## src/rtl/hz_pkg.sv

```systemverilog
package hz_pkg;
  typedef enum logic [1:0] {
    SEL_RF     = 2'd0,
    SEL_EXLAT  = 2'd1,
    SEL_MEMLAT = 2'd2
  } fwdSel_e;

  typedef struct packed {
    logic hold;
    logic bubble;
    logic squash;
  } strobes_t;

  localparam int NUM_OPS = 2;
endpackage

```

## src/rtl/hz_ctl.sv

```systemverilog
module hz_ctl
  import hz_pkg::*;
#(
  parameter int REG_W = 5
) (
  input  logic [NUM_OPS-1:0][REG_W-1:0] idSrc,
  input  logic                          brTaken,
  input  logic                          delaySlotMode,
  input  logic [REG_W-1:0]              exDst,
  input  logic                          exWrEn,
  input  logic                          exIsLoad,
  output strobes_t                      stb
);
  logic [NUM_OPS-1:0] srcHit;
  logic loadUse;

  for (genvar i = 0; i < NUM_OPS; i++) begin : g_hit
    assign srcHit[i] = (idSrc[i] != '0) && (idSrc[i] == exDst);
  end

  always_comb begin
    loadUse    = exIsLoad && exWrEn && (|srcHit);
    stb.hold   = loadUse;
    stb.bubble = loadUse;
    stb.squash = brTaken && !delaySlotMode && !loadUse;
  end
endmodule

```

## src/rtl/hz_fwd.sv

```systemverilog
module hz_fwd
  import hz_pkg::*;
#(
  parameter int REG_W = 5
) (
  input  logic                          clk,
  input  logic                          rstN,
  input  strobes_t                      stb,
  input  logic [NUM_OPS-1:0][REG_W-1:0] idSrc,
  input  logic [REG_W-1:0]              exDst,
  input  logic                          exWrEn,
  input  logic [REG_W-1:0]              memDst,
  input  logic                          memWrEn,
  output fwdSel_e [NUM_OPS-1:0]         exSel
);
  fwdSel_e [NUM_OPS-1:0] nextSel;

  for (genvar i = 0; i < NUM_OPS; i++) begin : g_op
    logic exMatch, memMatch;
    assign exMatch  = exWrEn && (idSrc[i] != '0) && (idSrc[i] == exDst);
    assign memMatch = memWrEn && (idSrc[i] != '0) && (idSrc[i] == memDst);

    always_comb begin
      if (exMatch)       nextSel[i] = SEL_EXLAT;
      else if (memMatch) nextSel[i] = SEL_MEMLAT;
      else               nextSel[i] = SEL_RF;
    end

    always_ff @(posedge clk) begin
      if (!rstN)           exSel[i] <= SEL_RF;
      else if (stb.bubble) exSel[i] <= SEL_RF;
      else                 exSel[i] <= nextSel[i];
    end
  end
endmodule

```

## src/rtl/pipe_hazard_ctl.sv

```systemverilog
module pipe_hazard_ctl
  import hz_pkg::*;
#(
  parameter int NUM_REGS = 32,
  localparam int REG_W = $clog2(NUM_REGS)
) (
  input  logic             clk,
  input  logic             rstN,
  input  logic [REG_W-1:0] idSrcA,
  input  logic [REG_W-1:0] idSrcB,
  input  logic             brTaken,
  input  logic             delaySlotMode,
  input  logic [REG_W-1:0] exDst,
  input  logic             exWrEn,
  input  logic             exIsLoad,
  input  logic [REG_W-1:0] memDst,
  input  logic             memWrEn,
  output logic             stallHold,
  output logic             bubbleEx,
  output logic             flushFetch,
  output logic [1:0]       exSelA,
  output logic [1:0]       exSelB
);
  logic [NUM_OPS-1:0][REG_W-1:0] idSrc;
  strobes_t stb;
  fwdSel_e [NUM_OPS-1:0] exSel;

  assign idSrc = {idSrcB, idSrcA};

  hz_ctl #(.REG_W(REG_W)) u_ctl (
    .idSrc(idSrc), .brTaken(brTaken), .delaySlotMode(delaySlotMode),
    .exDst(exDst), .exWrEn(exWrEn), .exIsLoad(exIsLoad), .stb(stb)
  );

  hz_fwd #(.REG_W(REG_W)) u_fwd (
    .clk(clk), .rstN(rstN), .stb(stb), .idSrc(idSrc),
    .exDst(exDst), .exWrEn(exWrEn), .memDst(memDst), .memWrEn(memWrEn),
    .exSel(exSel)
  );

  assign stallHold  = stb.hold;
  assign bubbleEx   = stb.bubble;
  assign flushFetch = stb.squash;
  assign exSelA     = exSel[0];
  assign exSelB     = exSel[1];
endmodule

```

## config.mk

```make
export PLATFORM = sky130hd
export DESIGN_NAME = pipe_hazard_ctl
export DESIGN_NICKNAME = d
export VERILOG_FILES = /design/src/rtl/hz_pkg.sv /design/src/rtl/hz_ctl.sv /design/src/rtl/hz_fwd.sv /design/src/rtl/pipe_hazard_ctl.sv
export SDC_FILE = /design/constraint.sdc
export NUM_CORES = 1
export LEC_CHECK = 0
export ABC_AREA = 1
export BUFFER_PORTS_ARGS = -buffer_cell sky130_fd_sc_hd__buf_2
export CORE_MARGIN = 10
export CORE_UTILIZATION = 35
export CTS_CLUSTER_DIAMETER = 40
export DETAILED_ROUTE_END_ITERATION = 10
export PLACE_DENSITY_LB_ADDON = 0.25
export SLEW_MARGIN = 20
export SYNTH_ARGS = -nofsm -noshare
export SYNTH_HDL_FRONTEND = slang
export SYNTH_HIERARCHICAL = 1
export SYNTH_SLANG_ARGS = --single-unit
```

## constraint.sdc

```tcl
create_clock -name clk -period 2.3 [get_ports clk]
set_clock_uncertainty 0.2 [all_clocks]
set_input_delay 0.23 -clock clk [delete_from_list [all_inputs] [get_ports clk]]
set_output_delay 0.23 -clock clk [all_outputs]
set_load 0.02 [all_outputs]
```

# ---- Yosys cells after proc, flatten, opt, wreduce, memory -nomap -nowiden
# Index checks and enable logic that the tools add are counted.
dict set report totals {
  regBits 4
  inputBits 27
  out_inout_bits 7
  elab_cells 35
}
dict set report op_classes {
  n_eq_ne 4
  n_mux 4
  n_bitwise 1
  reduce_logical 22
}
# op count
set op_table {}
lappend op_table {{== test 5 bit} 4}
lappend op_table {{logical AND 1 bit} 14}
lappend op_table {{nonzero test 5 bit} 2}
lappend op_table {{OR reduction 3 bit} 2}
lappend op_table {{2-to-1 mux 2 bit} 2}
lappend op_table {{OR reduction 2 bit} 2}
lappend op_table {{zero test 1 bit} 2}
lappend op_table {{2-to-1 mux 1 bit} 2}
lappend op_table {{inverter 1 bit} 1}

# ---- Depth between registers and ports, before layout
dict set report logic_depth {
  depth_word 6
  mapped_depth 14
  depth_no_buf 13
}

# ---- Hierarchy
# The synthesis kept the hierarchy.
# mod instances cells_each area_each_um2 seq_area_each_um2
set by_module_without_submodules {}
lappend by_module_without_submodules {hz_fwd 1 106 530.5 80.1}
lappend by_module_without_submodules {hz_ctl 1 65 256.5 0.0}

# ---- Worst setup path before layout
# Ideal clock, no wire load.
dict set report synth_timing {
  path_kind {input to register}
  startpoint {in exDst[1]}
  endpoint {reg u_fwd/exSel[1] (netlist bit)}
  setup_ns 0.113
  arrival_time_ns 1.206
  required_ns 1.987
  path_slack_ns 0.781
  stages 14
  path_buffers 1
  path_cell_list {inv_1 > nand2_1 > nand2_1 > nor2_1 > nand3_1 > a21oi_1 > buf_4 > inv_1 > nand2_2 > nor2_1 > nand2_1 > nor2_1 > nand2_1 > nor2_1}
}
dict set report synth_via {
  elab_chain_cells 5
  elab_cells_between_ends 8
  cone_classes {eq/ne: 2; reduce/logical: 6}
}
# item line
set synth_rtl {}
lappend synth_rtl {{start: declaration} pipe_hazard_ctl.sv:13} ;# input logic [REG_W-1:0] exDst,
lappend synth_rtl {{== test 5 bit} hz_ctl.sv:18} ;# assign srcHit[i] = (idSrc[i] != '0) && (idSrc[i] == exDst);
lappend synth_rtl {{logical AND 1 bit} hz_ctl.sv:18}
lappend synth_rtl {{OR reduction 2 bit *} hz_ctl.sv:22} ;# loadUse = exIsLoad && exWrEn && (|srcHit);
lappend synth_rtl {{logical AND 1 bit *} hz_ctl.sv:22}
lappend synth_rtl {{via u_ctl.loadUse} hz_ctl.sv:15} ;# logic loadUse;
lappend synth_rtl {{OR reduction 3 bit (no source line) *} --}
lappend synth_rtl {{end signal: indexed assignment} hz_fwd.sv:32} ;# else exSel[i] <= nextSel[i];
lappend synth_rtl {{end: declaration} hz_fwd.sv:14} ;# output fwdSel_e [NUM_OPS-1:0] exSel
# Mark *: on every way through the listed nets, which the timed path passes. The rest lies on a longest branch.
# A chain may end at the register's enable or synchronous reset.

# ---- Worst setup path in the final report
dict set report layout_timing {
  startpoint {in idSrcA[1]}
  endpoint {out bubbleEx}
}
dict set report layout_via {
  elab_chain_cells 4
  elab_cells_between_ends 5
  cone_classes {eq/ne: 1; reduce/logical: 4}
}
# item line
set layout_rtl {}
lappend layout_rtl {{start: declaration} pipe_hazard_ctl.sv:9} ;# input logic [REG_W-1:0] idSrcA,
lappend layout_rtl {{== test 5 bit / nonzero test 5 bit (equally long branches)} hz_ctl.sv:18}
lappend layout_rtl {{logical AND 1 bit *} hz_ctl.sv:18}
lappend layout_rtl {{OR reduction 2 bit *} hz_ctl.sv:22}
lappend layout_rtl {{logical AND 1 bit *} hz_ctl.sv:22}
lappend layout_rtl {{end: declaration} pipe_hazard_ctl.sv:19} ;# output logic bubbleEx,
# Every way passes the cells marked *; elsewhere a longest branch is shown, timed or not.

==> summary.md <==
| Metric | Value |
|---|---|
| Max reg flops | `4` |
| Final Util | `45.8%` |
| Clock buffers created by TritonCTS | `3` |
| Run status | `completed` |
| Post-CTS Resized | `0` |
| Weighted congestion at the end of routability-driven global placement | `0.847` |
| Drt drc | `0` |
| Arrival time of the worst setup path | `1.26 ns` |
| Category of the critical setup timing path | `primary input to output port` |
| Headroom to the max-slew limit | `84.2%` |
| TritonRoute pass-1 iters | `4` |
| Cells on Worst Hold Path | `3` |
| Largest net degree at the start of global routing | `8` |
| Part of the total power dissipated in the clock network | `28.3%` |
| Cell area after synthesis | `787 µm²` |
| Hold slack | `0.0906 ns` |
| Kind of end point of the critical path | `output port` |
| Clock root cell | `sky130_fd_sc_hd__clkbuf_4` |
| Die Span X | `67.4 µm` |
| Max_cap viols | `0` |
| Final count of hold timing violations | `0` |
| Hold buffer count at cts | `0` |
| Pint | `185 µW` |
| Number of levels the H-tree was split into | `1` |
| Global Route Usage Sum | `9.53%` |
| Total power divided by cell area | `301 nW/µm²` |
| Post-synthesis instance total | `171` |
| Area growth syn-to-layout | `26.4%` |
| Number of flops mapped to enable cells by yosys | `0` |
| Cell with the most instances after synthesis | `sky130_fd_sc_hd__nand2_1` |
| Post-route clock period utilization | `73.4%` |
| Longest Clk Path Bufs | `2` |
| Final wirelength | `2220 µm` |
| Vias in the first global route | `853` |
| Combinational cell fraction of total power | `48.1%` |
| Post-synthesis average cell area | `4.60 µm²` |
| Maximum achievable frequency | `592 MHz` |
| Syn_nets | `198` |
| Final period demand of the worst path | `1.69 ns` |
| First-pass GRT wire length | `3450 µm` |
| Clock sink count | `4` |
| Post CTS Setup Buffer Count | `0` |
| CP Data Required Time | `1.87 ns` |
| Part of the Yosys area used for sequential elements | `10.2%` |
| Slew Viols, Final | `0` |
| Fin worst setup slack | `0.611 ns` |
| Initial DRC count | `17` |
| Wire length on met2 | `988 µm` |
| Switching pwr | `114 µW` |
| Core area | `2170 µm²` |
| Topmost layer with routed signal wires | `met3` |
| TritonCTS clock tree | `yes` |
| WL per Instance | `9.51 µm` |
| # port buffers | `33` |
| Metal1 wirelength | `993 µm` |
| Worst hold path startpoint | `rstN` |
| Row count | `17` |
| Clock slew at the register clock pins of the worst setup and hold paths | `0.03 ns` |
| Summed negative setup slack over all endpoints | `0 ns` |
| Sum of net half-perimeters after detailed placement | `1950 µm` |
| Total of flip-flops plus latches after synthesis | `4` |
| Routed via count | `987` |
| Largest area contributor in the synthesized netlist | `sky130_fd_sc_hd__nand2_1` |
| Worst voltage drop across the vdd grid | `0.000157 V` |
| Initial Utilization | `36.3%` |
| Critical Path Start Type | `primary input` |
| Remaining Overflow, GRT | `0` |
| Area contributors post-synth | `sky130_fd_sc_hd__nand2_1, sky130_fd_sc_hd__nor2_1, sky130_fd_sc_hd__inv_1` |
| Register with the most flip-flops | `u_fwd/exSel` |
| Top flop regs | `u_fwd/exSel x4` |
| Part of the total power dissipated in sequential elements | `23.6%` |
| Antenna violation net count after detailed routing | `0` |
| Nets | `234` |
| Layout cells sized above 1 | `24.4%` |
| Worst Setup Slack post-DPL | `0.518 ns` |
| Die footprint | `4550 µm²` |
| Worst-path maximum fanout | `7` |
| Switching power share of the total | `38.1%` |
| Boundary Pins | `34` |
| Number of placed instances, taps included | `230` |
| Hold worst-path end | `u_fwd/exSel[0]` |
| Most common flop cell mapped by yosys | `sky130_fd_sc_hd__dfxtp_1` |
| Number of antenna violations at the first check in global routing | `0` |
| Synth top area share | `40.5%` |
| Leakage power | `0.665 nW` |
| Average vias per placed instance | `4.24` |
| Actual slew at the worst max-slew pin | `0.236 ns` |
| Setup repair after global routing missed its margin | `no` |
| Unique masters post-synth | `13` |
| Non-filler cells, final | `233` |
| Total setup violations reported at the end of the flow | `0` |
| Most instantiated cells after synthesis | `sky130_fd_sc_hd__nand2_1, sky130_fd_sc_hd__nor2_1, sky130_fd_sc_hd__inv_1` |
| Async set or reset register ratio after synthesis | `0%` |
| DR WL met3 | `233 µm` |
| Height of the die | `67.4 µm` |
| Antenna fix cells | `0` |
| Total number of yosys warnings | `6` |
| Worst hold path class | `primary input to flop` |
==> kinds of logic (layout without fill, tap and decap cells) <==
group | after synthesis | count (layout) | share of synthesized area [%]
AND/OR/NAND/NOR | 123 | 123 | 62.5
buffers and inverters | 34 | 68 | 17.2
XOR/XNOR | 8 | 8 | 8.90
flip-flops | 4 | 4 | 10.2
AO/OA/AOI/OAI | 2 | 2 | 1.27
==> power by group through the flow <==
stage	Clock (mW)	Combinational, mW	Sequential (mW)
final	0.0848	0.144	0.0707
after global routing	0.0932	0.166	0.0707
after detailed placement	0	0.144	0.0717
after floorplan	0	0.0844	0.0727
after CTS	0.0897	0.145	0.0707
after global placement	0	0.145	0.0717
==> worst max-delay path by stage <==
stage | start | end | slack, ns | cells after the start
global placement | idSrcA[1] | u_fwd/exSel[1] | 0.59 | 14
finish | idSrcA[1] | bubbleEx | 0.61 | 8
floorplan | exDst[1] | u_fwd/exSel[1] | 0.78 | 14
detailed placement | idSrcB[2] | u_fwd/exSel[1] | 0.52 | 14
global route | idSrcB[3] | stallHold | 0.49 | 8
CTS | idSrcB[2] | bubbleEx | 0.61 | 8
==> layout by cell type (no fill, tap or decap), drive strengths merged <==
| cell | count |
|---|---|
| a21oi | 2 |
| buf | 33 |
| clkbuf | 3 |
| dfxtp | 4 |
| inv | 32 |
| nand2 | 86 |
| nand3 | 2 |
| nand4 | 2 |
| nor2 | 31 |
| nor3 | 2 |
| xnor2 | 8 |
==> worst max-delay path, stage by stage <==
cell,delay (ns)
sky130_fd_sc_hd__buf_2,0.17
sky130_fd_sc_hd__inv_1,0.05
sky130_fd_sc_hd__nand2_1,0.05
sky130_fd_sc_hd__nand2_1,0.05
sky130_fd_sc_hd__nor2_1,0.14
sky130_fd_sc_hd__nand3_1,0.11
sky130_fd_sc_hd__a21oi_1,0.23
sky130_fd_sc_hd__buf_2,0.22
==> layout make-up <==
type	count	area, µm²
clock buffer	3	22.5
fill	264	1170
inverter	32	120
multi-input combinational	133	572
sequential	4	80.1
tap	28	35.0
timing repair buffer	33	165
==> through the flow <==
stage          power (mW)  cell area [µm²]
4_1_cts             0.305              995
6_report            0.299              995
5_1_grt             0.330              995
3_3_place_gp        0.216              972
3_5_place_dp        0.216              972
2_1_floorplan       0.157              787
==> layer usage <==
| layer | global-route usage [%] | vias to the layer above |
|---|---|---|
| li1 | - | 560 |
| met1 | 11.5 | 396 |
| met2 | 14.7 | 31 |
| met3 | 3.80 | 0 |
| met4 | 3.85 | 0 |
| met5 | 0 | - |
Note: power is estimated with default switching activity, not from simulation.
